### config.mk
export PLATFORM = sky130hd
export DESIGN_NAME = ssm_ctrl
export DESIGN_NICKNAME = d
export VERILOG_FILES = /design/src/rtl/ssm_pkg.sv /design/src/rtl/ssm_range_dec.sv /design/src/rtl/ssm_ramp.sv /design/src/rtl/ssm_scale.sv /design/src/rtl/ssm_ctrl.sv
export SDC_FILE = /design/constraint.sdc
export NUM_CORES = 1
export LEC_CHECK = 0
export ABC_AREA = 1
export BUFFER_PORTS_ARGS = -buffer_cell sky130_fd_sc_hd__buf_2
export CAP_MARGIN = 20
export CORE_ASPECT_RATIO = 1.75
export CORE_MARGIN = 2
export CORE_UTILIZATION = 45
export CTS_CLUSTER_SIZE = 14
export DETAILED_ROUTE_END_ITERATION = 10
export MAX_ROUTING_LAYER = met4
export PLACE_DENSITY = 0.67
export SLEW_MARGIN = 0
export SYNTH_ARGS = -nofsm -noshare
export SYNTH_HDL_FRONTEND = slang
export SYNTH_SLANG_ARGS = --single-unit
### constraint.sdc
create_clock -name clk_i -period 52.7 [get_ports clk_i]
set_input_delay 7.905 -clock clk_i [delete_from_list [all_inputs] [get_ports clk_i]]
set_output_delay 7.905 -clock clk_i [all_outputs]
set_load 0.02 [all_outputs]
### src/rtl/ssm_pkg.sv
package ssm_pkg;
  typedef enum logic [1:0] {
    RNG_1X   = 2'b00,
    RNG_2X   = 2'b01,
    RNG_SLOW = 2'b10,
    RNG_BAD  = 2'b11
  } rng_e;

  function automatic int unsigned ramp_lim(input logic [1:0] r, input int unsigned half);
    return (r == RNG_SLOW) ? 2 * half : half;
  endfunction
endpackage

### src/rtl/ssm_range_dec.sv
module ssm_range_dec
  import ssm_pkg::*;
#(
  parameter int unsigned HALF = 583,
  parameter int unsigned PW   = 11
) (
  input  logic [1:0]    rng_i,
  output logic [PW-1:0] lim_o,
  output logic          valid_o,
  output logic          slow_o,
  output logic          mult2_o
);
  always_comb begin
    lim_o   = PW'(ramp_lim(rng_i, HALF));
    valid_o = (rng_i != RNG_BAD);
    slow_o  = (rng_i == RNG_SLOW);
    mult2_o = (rng_i == RNG_2X);
  end
endmodule

### src/rtl/ssm_ramp.sv
module ssm_ramp #(
  parameter int unsigned PW      = 11,
  parameter logic [PW-1:0] RST_MID = '0
) (
  input  logic          clk_i,
  input  logic          rst_ni,
  input  logic          restart_i,
  input  logic [PW-1:0] mid_i,
  input  logic [PW-1:0] lim_i,
  output logic [PW-1:0] pos_o
);
  logic [PW-1:0] pos_q;
  logic          up_q;

  always_ff @(posedge clk_i or negedge rst_ni) begin
    if (!rst_ni) begin
      pos_q <= RST_MID;
      up_q  <= 1'b1;
    end else if (restart_i) begin
      pos_q <= mid_i;
      up_q  <= 1'b1;
    end else if (up_q) begin
      pos_q <= pos_q + 1'b1;
      if (pos_q == lim_i - 1'b1) up_q <= 1'b0;
    end else begin
      pos_q <= pos_q - 1'b1;
      if (pos_q == {{(PW-1){1'b0}}, 1'b1}) up_q <= 1'b1;
    end
  end

  assign pos_o = pos_q;

  // position moves by exactly one per cycle outside restarts
  a_r2_unit_step: assert property (@(posedge clk_i) disable iff (!rst_ni)
    !restart_i |=> (pos_q == $past(pos_q) + 1'b1) || (pos_q == $past(pos_q) - 1'b1));

  // restart lands on the midpoint
  a_r8_restart_mid: assert property (@(posedge clk_i) disable iff (!rst_ni)
    restart_i |=> pos_q == $past(mid_i));

  // position stays within the ramp
  a_r2_in_range: assert property (@(posedge clk_i) disable iff (!rst_ni)
    !restart_i |=> pos_q <= $past(lim_i));
endmodule

### src/rtl/ssm_scale.sv
module ssm_scale #(
  parameter int unsigned HALF  = 583,
  parameter int unsigned PW    = 11,
  parameter int unsigned DEV_W = 8,
  parameter int unsigned OFS_W = 16
) (
  input  logic [PW-1:0]           pos_i,
  input  logic                    slow_i,
  input  logic [DEV_W-1:0]        dev_i,
  input  logic                    active_i,
  output logic signed [OFS_W-1:0] offset_o
);
  localparam int LIM_S = int'(HALF);
  localparam int LIM_L = 2 * int'(HALF);

  int span, num, quo;

  always_comb begin
    span = 2 * int'(pos_i) - (slow_i ? LIM_L : LIM_S);
    num  = span * int'(dev_i);
    quo  = slow_i ? (num / LIM_L) : (num / LIM_S);
    offset_o = active_i ? OFS_W'(quo) : '0;
  end
endmodule

### src/rtl/ssm_ctrl.sv
module ssm_ctrl
  import ssm_pkg::*;
#(
  parameter int unsigned HALF  = 583,
  parameter int unsigned DEV_W = 8,
  parameter int unsigned OFS_W = 16
) (
  input  logic                    clk_i,
  input  logic                    rst_ni,
  input  logic                    mod_en_i,
  input  logic [1:0]              range_i,
  input  logic [DEV_W-1:0]        dev_i,
  output logic signed [OFS_W-1:0] offset_o,
  output logic                    range_err_o,
  output logic                    mult2_o
);
  localparam int unsigned PW = $clog2(2 * HALF + 1) + 1;
  localparam logic [PW-1:0] RST_MID = PW'(HALF / 2);

  logic          en_q;
  logic [1:0]    rng_q;
  logic [PW-1:0] lim_q, mid_n, pos;
  logic          valid_q, slow_q, mult2_q;
  logic          act_n, restart;

  always_ff @(posedge clk_i or negedge rst_ni) begin
    if (!rst_ni) begin
      en_q  <= 1'b1;
      rng_q <= RNG_1X;
    end else begin
      en_q  <= mod_en_i;
      rng_q <= range_i;
    end
  end

  ssm_range_dec #(.HALF(HALF), .PW(PW)) u_dec (
    .rng_i  (rng_q),
    .lim_o  (lim_q),
    .valid_o(valid_q),
    .slow_o (slow_q),
    .mult2_o(mult2_q)
  );

  always_comb begin
    mid_n   = PW'(ramp_lim(range_i, HALF) / 2);
    act_n   = mod_en_i && (range_i != RNG_BAD);
    restart = !act_n || (mod_en_i != en_q) || (range_i != rng_q);
  end

  ssm_ramp #(.PW(PW), .RST_MID(RST_MID)) u_ramp (
    .clk_i    (clk_i),
    .rst_ni   (rst_ni),
    .restart_i(restart),
    .mid_i    (mid_n),
    .lim_i    (lim_q),
    .pos_o    (pos)
  );

  ssm_scale #(.HALF(HALF), .PW(PW), .DEV_W(DEV_W), .OFS_W(OFS_W)) u_scale (
    .pos_i   (pos),
    .slow_i  (slow_q),
    .dev_i   (dev_i),
    .active_i(en_q && valid_q),
    .offset_o(offset_o)
  );

  assign range_err_o = !valid_q;
  assign mult2_o     = mult2_q;


  a_r7_disable_zero: assert property (@(posedge clk_i) disable iff (!rst_ni)
    !mod_en_i |=> offset_o == '0);


  a_r4_bad_code: assert property (@(posedge clk_i) disable iff (!rst_ni)
    (range_i == RNG_BAD) |=> (range_err_o && offset_o == '0));


  a_r5_mult2: assert property (@(posedge clk_i) disable iff (!rst_ni)
    (range_i == RNG_2X) |=> mult2_o);


  a_r6_peak_bound: assert property (@(posedge clk_i) disable iff (!rst_ni)
    (int'(offset_o) <= int'(dev_i)) && (int'(offset_o) >= -int'(dev_i)));
endmodule

Word level (Yosys, flattened, before mapping)
Index checks and enable logic that the tools add are counted.

word-level totals
  register bits = 16
  word-level logic and storage cells = 36
  output and inout port bits = 18
  input bits = 13

operators by class
  mux-type cells = 10
  reduce and logical (&&, ||, !) cells = 6
  divide/modulo/power cells = 2
  eq/ne operators = 9
  $add $sub $neg = 4
  $mul = 1

operators with widths
  kind                                                                   count
  32-bit by 11-bit divider with 32-bit output (second input constant)    1
  32-bit by 12-bit divider with 32-bit output (second input constant)    1
  32-bit by 9-bit multiplier with 32-bit output                          1
  16-bit 2-to-1 mux                                                      2
  12-bit 2-to-1 mux                                                      2
  11-bit 2-to-1 mux                                                      2
  13-bit by 11-bit subtractor with 14-bit output                         1
  12-bit by 1-bit adder with 12-bit output (second input constant)       1
  12-bit by 1-bit == test with 1-bit output (second input constant)      1
  12-bit == test                                                         1
  11-bit by 1-bit subtractor with 12-bit output (second input constant)  1
  12-bit by 1-bit subtractor with 12-bit output (second input constant)  1
  2-bit == test (second input constant)                                  2
  1-bit 2-to-1 mux                                                       4
  2-bit inequality test (second input constant)                          2
  2-bit by 1-bit == test with 1-bit output (second input constant)       1
  1-bit logical AND                                                      2
  1-bit zero test                                                        2
  1-bit logical OR                                                       2
  2-bit inequality test                                                  1
  1-bit inequality test                                                  1

Logic depth before layout (Yosys ltp)
Gate-level depths: netlist of the first run.

  depth after elaboration = 7
  gate-level depth with buffers = 331
  depth with buffers taken out = 300

Hierarchy
A second synthesis of the first run with hierarchy kept.

second synthesis, totals
  cells, all modules = 6496
  area total of the unflattened synthesis = 35098.7 µm²

modules (own cells, without submodules)
  module         area each (µm²)  seq. area each (µm²)  times used  cells each
  ssm_scale      33397.0          0.0                   1           6207
  ssm_ramp       1442.6           331.6                 1           249
  ssm_ctrl       146.4            76.3                  1           21
  ssm_range_dec  112.6            0.0                   1           19

Worst setup path before layout of the first run
OpenSTA, ideal clock, no wires.

  path kind = input to output
  from = input port dev_i[2]
  to = output port offset_o[14]
  data arrival time = 44.269 ns
  path buffers = 27
  data required time = 44.795 ns
  stages on the path = 291
  slack = 0.526 ns
  path through = clkbuf_1 > nand2_1 > fa_1 > inv_1 > fa_1 > fa_1 > inv_1 > fa_1 > inv_1 > ha_1 > nand2_1 > nand2_2 > a21oi_1 > nand2_1 > nand2_1 > nand2_1 > nand2_1 > nand2_2 > [255 not listed] > inv_1 > nand2_1 > nand2_1 > nand2_1 > and2_4 > nand2_2 > inv_1 > ha_1 > inv_1 > nor2_1 > inv_1 > nor3_1 > nand3_1 > nand2_1 > nand2_1 > a21oi_1 > o21ai_0 > a21oi_1

on the way
  longest elaborated chain between the ends = 4
  elaborated cells on any way between the ends = 5
  classes of those cells = 1 x mul; 2 x div; 2 x mux

RTL lines
  element                                                                                                            RTL line         source
  start, declared                                                                                                    ssm_ctrl.sv:12   input logic [DEV_W-1:0] dev_i,
  32-bit by 9-bit multiplier with 32-bit output *                                                                    ssm_scale.sv:20  num = span * int'(dev_i);
  32-bit by 11-bit divider with 32-bit output / 32-bit by 12-bit divider with 32-bit output (equally long branches)  ssm_scale.sv:21  quo = slow_i ? (num / LIM_L) : (num / LIM_S);
  16-bit 2-to-1 mux *                                                                                                ssm_scale.sv:21
  16-bit 2-to-1 mux *                                                                                                ssm_scale.sv:22  offset_o = active_i ? OFS_W'(quo) : '0;
  end, declared                                                                                                      ssm_ctrl.sv:13   output logic signed [OFS_W-1:0] offset_o,

Every way passes the cells marked *; elsewhere a longest branch is shown, timed or not.

Worst setup path after layout of the first run
  from = input port dev_i[4]
  to = output port offset_o[10]

Same word-level chain as after synthesis.

==> out/qor_table.md, run 1 <==
| Group | Parameter | Value |
|---|---|---|
| global route | Combined global-route utilization of all metal layers | 35.3% |
| route | Via density | 5.47 |
| yosys | Number of enable-type register cells in the synthesized netlist | 0 |
| clock network | Sink Count | 16 |
| yosys | Number of register bits inferred by synthesis | 16 |
| setup path | Critical path's slowest cell | fa_1 |
| place | Half-perimeter wire length after placement | 108000 µm |
| clock network | Clock tree from TritonCTS | built |
| yosys | Sequential fraction of the synthesis area | 1.26% |
| place | Worst setup timing slack at the placement stage | -1.00 ns |
| timing | Slack of the critical path | 2.03 ns |
| floorplan | Die Area | 0.0742 mm² |
| floorplan | Die width | 207 µm |
| global route | Overflow after GRT | 0 |
| global route | Pin count of the biggest net entering global routing | 59 |
| yosys | Dominant synthesized flop cell | dfrtp_1 |
| route | Average wire length per cell after detail routing | 18.4 µm |
| route | Iteration count of the initial detailed-routing pass | 8 |
| yosys | Ranking of synthesized cells by area | nand2_1 19%, inv_1 11%, nand3_1 8.8%, nor2_1 7.5%, nand2_2 7.0% |
| setup path | Kind of cell adding the most delay to the critical path | simple AND/OR/NAND/NOR gates |
| setup path | Worst Path Max Fanout | 12 |
| finish | Commonest non-fill, non-tap cells in the layout | 1607 x nand2_1, 912 x inv_1, 584 x nor2_1 |
| clock network | CTS H-tree depth | 1 |
| setup path | Required time worst endpoint | 44.79 ns |
| clock network | Clock Pin Slew Worst Setup and Hold Paths | 0.05 ns |
| timing | Part of the cycle the worst path needs | 96.1% |
| finish | Final Core Density | 51.5% |
| route | First DRT Iteration DRCs | 2089 |
| timing | Post-layout min period | 50.67 ns |
| clock network | Clk Tree Root Cell | clkbuf_16 |
| finish | Post-layout net count | 6371 |
| setup path | Delay of the slowest cell on the worst path | 0.56 ns |
| finish | Most frequent standard cell in the layout excluding fill and tap cells | nand2_1 |
| setup path | Crit path launch type | input port |
| timing | Setup violators final | 0 |
| route | Total length of routed wires | 130000 µm |
| yosys | Yosys Warn Count | 0 |
| timing | Maximum achievable frequency | 0.0197 GHz |
| timing | Worst slew pin tran | 0.943 ns |
| setup path | Setup crit end kind | output pin |
| yosys | Post-synthesis cell count | 5898 |
| timing | Worst setup skew after layout | 0.00233 ns |
| setup path | Kind of critical path | in -> out |
| finish | Final design instance area without fill | 0.0368 mm² |
| yosys | Cell taking the most area after synthesis | nand2_1 |
| timing | Headroom to the max-slew limit | 37.1% |
| hold path | Class of the worst hold path | reg -> reg |
| clock network | Worst skew pair latency | 0.25 ns |
| place | Placed cell areas | 0.0344 mm² |
| setup path | Crit path buffers/inverters | 49 |
| place | Number of buffers inserted by port buffering | 30 |
| flow run | Max-cap viol count | 0 |
| yosys | Syn_nets | 6122 |
| route | Number of vias after detailed routing | 38700 |
| route | Final routed DRC violation total | 0 |
| place | Gp weighted congestion | 1.07 |
| floorplan | Core region area | 0.0716 mm² |
| global route | Antenna violations before repair | 10 |
| outcome | Run status | complete, no violations |
| yosys | Share of flip-flops with an asynchronous set or reset | 100% |
| yosys | Synth Cell Area | 0.0324 mm² |
| floorplan | Number of top-level pins | 31 |
| timing | Final Hold Fails | 0 |
| route | Residual antenna-violating net count after detailed routing | 0 |
| floorplan | Row count | 130 |
| setup path | Most frequent cell on the critical path | nand2_1 |
| setup path | Crit path DAT | 42.76 ns |
| floorplan | Height of the die | 359 µm |
| yosys | Post-synthesis cell type count | 81 |
| yosys | Per-instance average area after synthesis | 5.49 µm² |
| yosys | Proportion of netlist area held by the largest area contributor | 19.1% |
| clock network | Hold bufs inserted after CTS | 0 |
| timing | Final Max Tran Viols | 0 |
| floorplan | Initial core utilization | 45.3% |
| finish | Signed area change from the synthesized netlist to the final layout | 13.7% |
| clock network | Maximum buffer depth of the clock tree | 2 |
| global route | Via count of the first global-routing pass | 38600 |
| finish | Fraction of final layout cells sized beyond drive strength 1 | 24.3% |
| global route | Wire length of the first global-routing pass | 200000 µm |
| clock network | Number of CTS-inserted buffers | 3 |
| finish | Number of filler cells placed in the layout | 7801 |
-- per-stage QoR --
step | hold slack, ns | std cells | TNS [ns]
after floorplan | 0.464 | 5898 | 0
after CTS | 0.497 | 6986 | 0
after global placement | 0.482 | 6981 | -1.75
after global routing | 0.515 | 7080 | -2.51
after detailed placement | 0.484 | 6981 | -4.03
final | 0.494 | 7080 | 0
-- kinds of logic after synthesis --
kind of cell	Yosys count	synth area share [%]
muxes	1	0.0309
AOI/OAI and AO/OA	357	6.52
and+or+nand+nor	3990	61.0
buffers and inverters	1124	15.4
DFF	16	1.26
xor gates and xnor gates	198	5.48
adders and majority gates	211	10.3
other	1	0.0116
-- final cells by class --
class,instances,area [µm²],share of cell area [%]
Multi-Input combinational cell,4759,28600,77.6
Sequential cell,16,408,1.11
Timing Repair Buffer,331,2590,7.03
Antenna cell,10,25.0,0.0679
Inverter,1036,4000,10.9
Clock buffer,4,88.8,0.241
Tap cell,924,1160,3.14
-- cells in the mapped netlist, drive strengths merged (28+ instances only) --
library cell	n
a21oi	119
buf	60
clkbuf	28
fa	93
ha	118
inv	1009
nand2	2073
nand3	727
nand3b	49
nand4	194
nor2	809
nor3	89
o21ai	174
xnor2	39
xor2	159
-- sequential cells by signal, summed over array words and instances (netlist names) --
name / count
u_ramp.pos_o: 12
u_ramp.up_q: 1
en_q: 1
rng_q: 2
-- routing by layer --
| layer | wire length, µm | track usage (%) | share of wire, % | vias up |
|---|---|---|---|---|
| li1 | - | - | - | 19000 |
| met1 | 41100 | 29.2 | 32 | 17800 |
| met2 | 68500 | 64.9 | 53 | 1142 |
| met3 | 6210 | 6.81 | 4.8 | 726 |
| met4 | 14400 | 31.4 | 11 | 0 |
| met5 | 0 | - | 0 | - |
-- worst paths after layout --
| kind | start | endpoint | slack [ns] | cells after the start |
|---|---|---|---|---|
| setup / recovery | dev_i[4] | offset_o[10] | 2.03 | 261 |
| setup reg to reg | rng_q[0]$_DFF_PN0_ | u_ramp.up_q$_DFF_PN1_ | 49.96 | 8 |
| hold / removal | u_ramp.pos_o[0]$_DFF_PN1_ | u_ramp.pos_o[0]$_DFF_PN1_ | 0.49 | 1 |
| max in group asynchronous | rst_ni | u_ramp.pos_o[5]$_DFF_PN1_ | 44.84 | 1 |
| hold reg to reg | u_ramp.pos_o[0]$_DFF_PN1_ | u_ramp.pos_o[0]$_DFF_PN1_ | 0.49 | 1 |
| min in group asynchronous | rst_ni | u_ramp.pos_o[7]$_DFF_PN0_ | 7.56 | 1 |
-- timing repair --
action / in CTS / in global routing
setup buffers: 1 / 81
gates resized for setup: 15 / 401
pin swaps: 1 / 132
gates cloned: 0 / 2
endpoints found under the setup margin: 8 / 16
Power of run 1 is left out: the tool's default activity adds up to more than one toggle a clock period on the data nets, which glitch-free logic cannot reach.
==> run 2: changes to the inputs <==
--- a/config.mk
+++ b/config.mk
@@ -14,7 +14,7 @@
 export CTS_CLUSTER_SIZE = 14
 export DETAILED_ROUTE_END_ITERATION = 10
 export MAX_ROUTING_LAYER = met4
-export PLACE_DENSITY = 0.67
+export PLACE_DENSITY = 0.65
 export SLEW_MARGIN = 0
 export SYNTH_ARGS = -nofsm -noshare
 export SYNTH_HDL_FRONTEND = slang
==> constraint.sdc (replaced) <==
create_clock -name clk_i -period 53.4 [get_ports clk_i]
set_input_delay 8.01 -clock clk_i [delete_from_list [all_inputs] [get_ports clk_i]]
set_output_delay 8.01 -clock clk_i [all_outputs]
set_load 0.02 [all_outputs]
==> out/qor_table.md, run 2 (synthesis gave the netlist of run 1 again) <==
| Group | Parameter | Value |
|---|---|---|
| timing | Setup violators final | 0 |
| setup path | Kind of cell adding the most delay to the critical path | simple AND/OR/NAND/NOR gates |
| outcome | Run status | complete, no violations |
| floorplan | Row count | 130 |
| timing | Part of the cycle the worst path needs | 95.8% |
| global route | Pin count of the biggest net entering global routing | 59 |
| setup path | Critical path's slowest cell | fa_1 |
| floorplan | Height of the die | 359 µm |
| clock network | CTS H-tree depth | 1 |
| setup path | Most frequent cell on the critical path | nand2_1 |
| floorplan | Die width | 207 µm |
| finish | Commonest non-fill, non-tap cells in the layout | 1607 x nand2_1, 920 x inv_1, 581 x nor2_1 |
| finish | Diodes inserted | 0 |
| clock network | Sink Count | 16 |
| timing | Post-layout min period | 51.16 ns |
| setup path | Required time worst endpoint | 45.39 ns |
| route | Number of vias after detailed routing | 38200 |
| clock network | Worst skew pair latency | 0.24 ns |
| finish | Multi-input logic area | 0.0285 mm² |
| setup path | Delay of the slowest cell on the worst path | 0.56 ns |
| place | Gp weighted congestion | 1.07 |
| clock network | Maximum buffer depth of the clock tree | 2 |
| setup path | Kind of critical path | in -> out |
| timing | Final Max Tran Viols | 0 |
| finish | FF/Latch Area | 408 µm² |
| timing | Maximum achievable frequency | 0.0195 GHz |
| clock network | Clock Pin Slew Worst Setup and Hold Paths | 0.05 ns |
| floorplan | Number of top-level pins | 31 |
| setup path | Setup crit end kind | output pin |
| global route | Antenna violations before repair | 0 |
| finish | Fraction of final layout cells sized beyond drive strength 1 | 23.4% |
| flow run | Max-cap viol count | 0 |
| timing | Final Hold Fails | 0 |
| setup path | Crit path launch type | input port |
| global route | Wire length of the first global-routing pass | 194000 µm |
| timing | Worst slew pin tran | 1.08 ns |
| finish | Most frequent standard cell in the layout excluding fill and tap cells | nand2_1 |
| setup path | Crit path buffers/inverters | 48 |
| hold path | Class of the worst hold path | reg -> reg |
| finish | Signed area change from the synthesized netlist to the final layout | 11.7% |
| clock network | Clock tree from TritonCTS | built |
| route | First DRT Iteration DRCs | 1965 |
| route | Average wire length per cell after detail routing | 18.0 µm |
| setup path | Crit path DAT | 43.15 ns |
| floorplan | Die Area | 0.0742 mm² |
| place | Half-perimeter wire length after placement | 107000 µm |
| timing | Worst setup skew after layout | 0.00116 ns |
| global route | Via count of the first global-routing pass | 38100 |
| clock network | Hold bufs inserted after CTS | 0 |
| clock network | Clk Tree Root Cell | clkbuf_16 |
| timing | Slack of the critical path | 2.24 ns |
| route | Iteration count of the initial detailed-routing pass | 6 |
| place | Number of buffers inserted by port buffering | 30 |
| route | Final routed DRC violation total | 0 |
| global route | Combined global-route utilization of all metal layers | 33.9% |
| route | Residual antenna-violating net count after detailed routing | 0 |
| setup path | Worst Path Max Fanout | 16 |
| finish | Post-layout net count | 6303 |
| timing | Headroom to the max-slew limit | 27.7% |
| floorplan | Initial core utilization | 45.3% |
| global route | Overflow after GRT | 0 |
| finish | Number of filler cells placed in the layout | 7887 |
| clock network | Number of CTS-inserted buffers | 3 |
| route | Via density | 5.45 |
| place | Worst setup timing slack at the placement stage | -0.537 ns |
| finish | Number of flip-flops under the largest register name | 12 |
| route | Total length of routed wires | 126000 µm |
| floorplan | Core region area | 0.0716 mm² |
run 2: timing repair:
action                                  CTS  global route
pin swaps                                 5           115
gates cloned                              0             1
gates resized for setup                  15           356
endpoints found under the setup margin    6            16
setup buffers                             5            85
run 2: layer usage:
metal | share of wire [%] | track usage [%]
met3 | 4.1 | 3.34
met2 | 54 | 65.3
met4 | 10 | 28.1
met1 | 31 | 28.5
met5 | 0 | -
run 2: final cells by class:
class,count,share of cell area (%)
multi-input combinational,4758,78.7
timing repair inverter,1,0.0138
sequential,16,1.13
inverter,1036,11.1
clock buffer,4,0.246
tap,924,3.20
timing repair buffer,263,5.60
run 2: final timing paths:
kind | startpoint | end | slack, ns | cells past startpoint
worst max-delay path | dev_i[4] | offset_o[12] | 2.24 | 245
worst min-delay path | u_ramp.pos_o[0]$_DFF_PN1_ | u_ramp.pos_o[0]$_DFF_PN1_ | 0.50 | 1
worst max register to register | rng_q[1]$_DFF_PN0_ | u_ramp.up_q$_DFF_PN1_ | 50.51 | 7
worst min register to register | u_ramp.pos_o[0]$_DFF_PN1_ | u_ramp.pos_o[0]$_DFF_PN1_ | 0.50 | 1
max in group asynchronous | rst_ni | u_ramp.pos_o[1]$_DFF_PN1_ | 45.42 | 1
min in group asynchronous | rst_ni | rng_q[0]$_DFF_PN0_ | 7.67 | 1
run 2: through the flow:
step           setup TNS [ns]  area (µm²)  std cells  utilization (%)  hold WS, ns
2_1_floorplan               0       32400       5898                -        0.464
3_3_place_gp            -1.23       33800       6907             47.2        0.489
3_5_place_dp            -1.83       33800       6907             47.2        0.494
4_1_cts                     0       34000       6916             47.5        0.506
5_1_grt                 -1.27       36200       7002             50.6        0.527
6_report                    0       36200       7002             50.6        0.500
Power of run 2 is left out for the same reason.
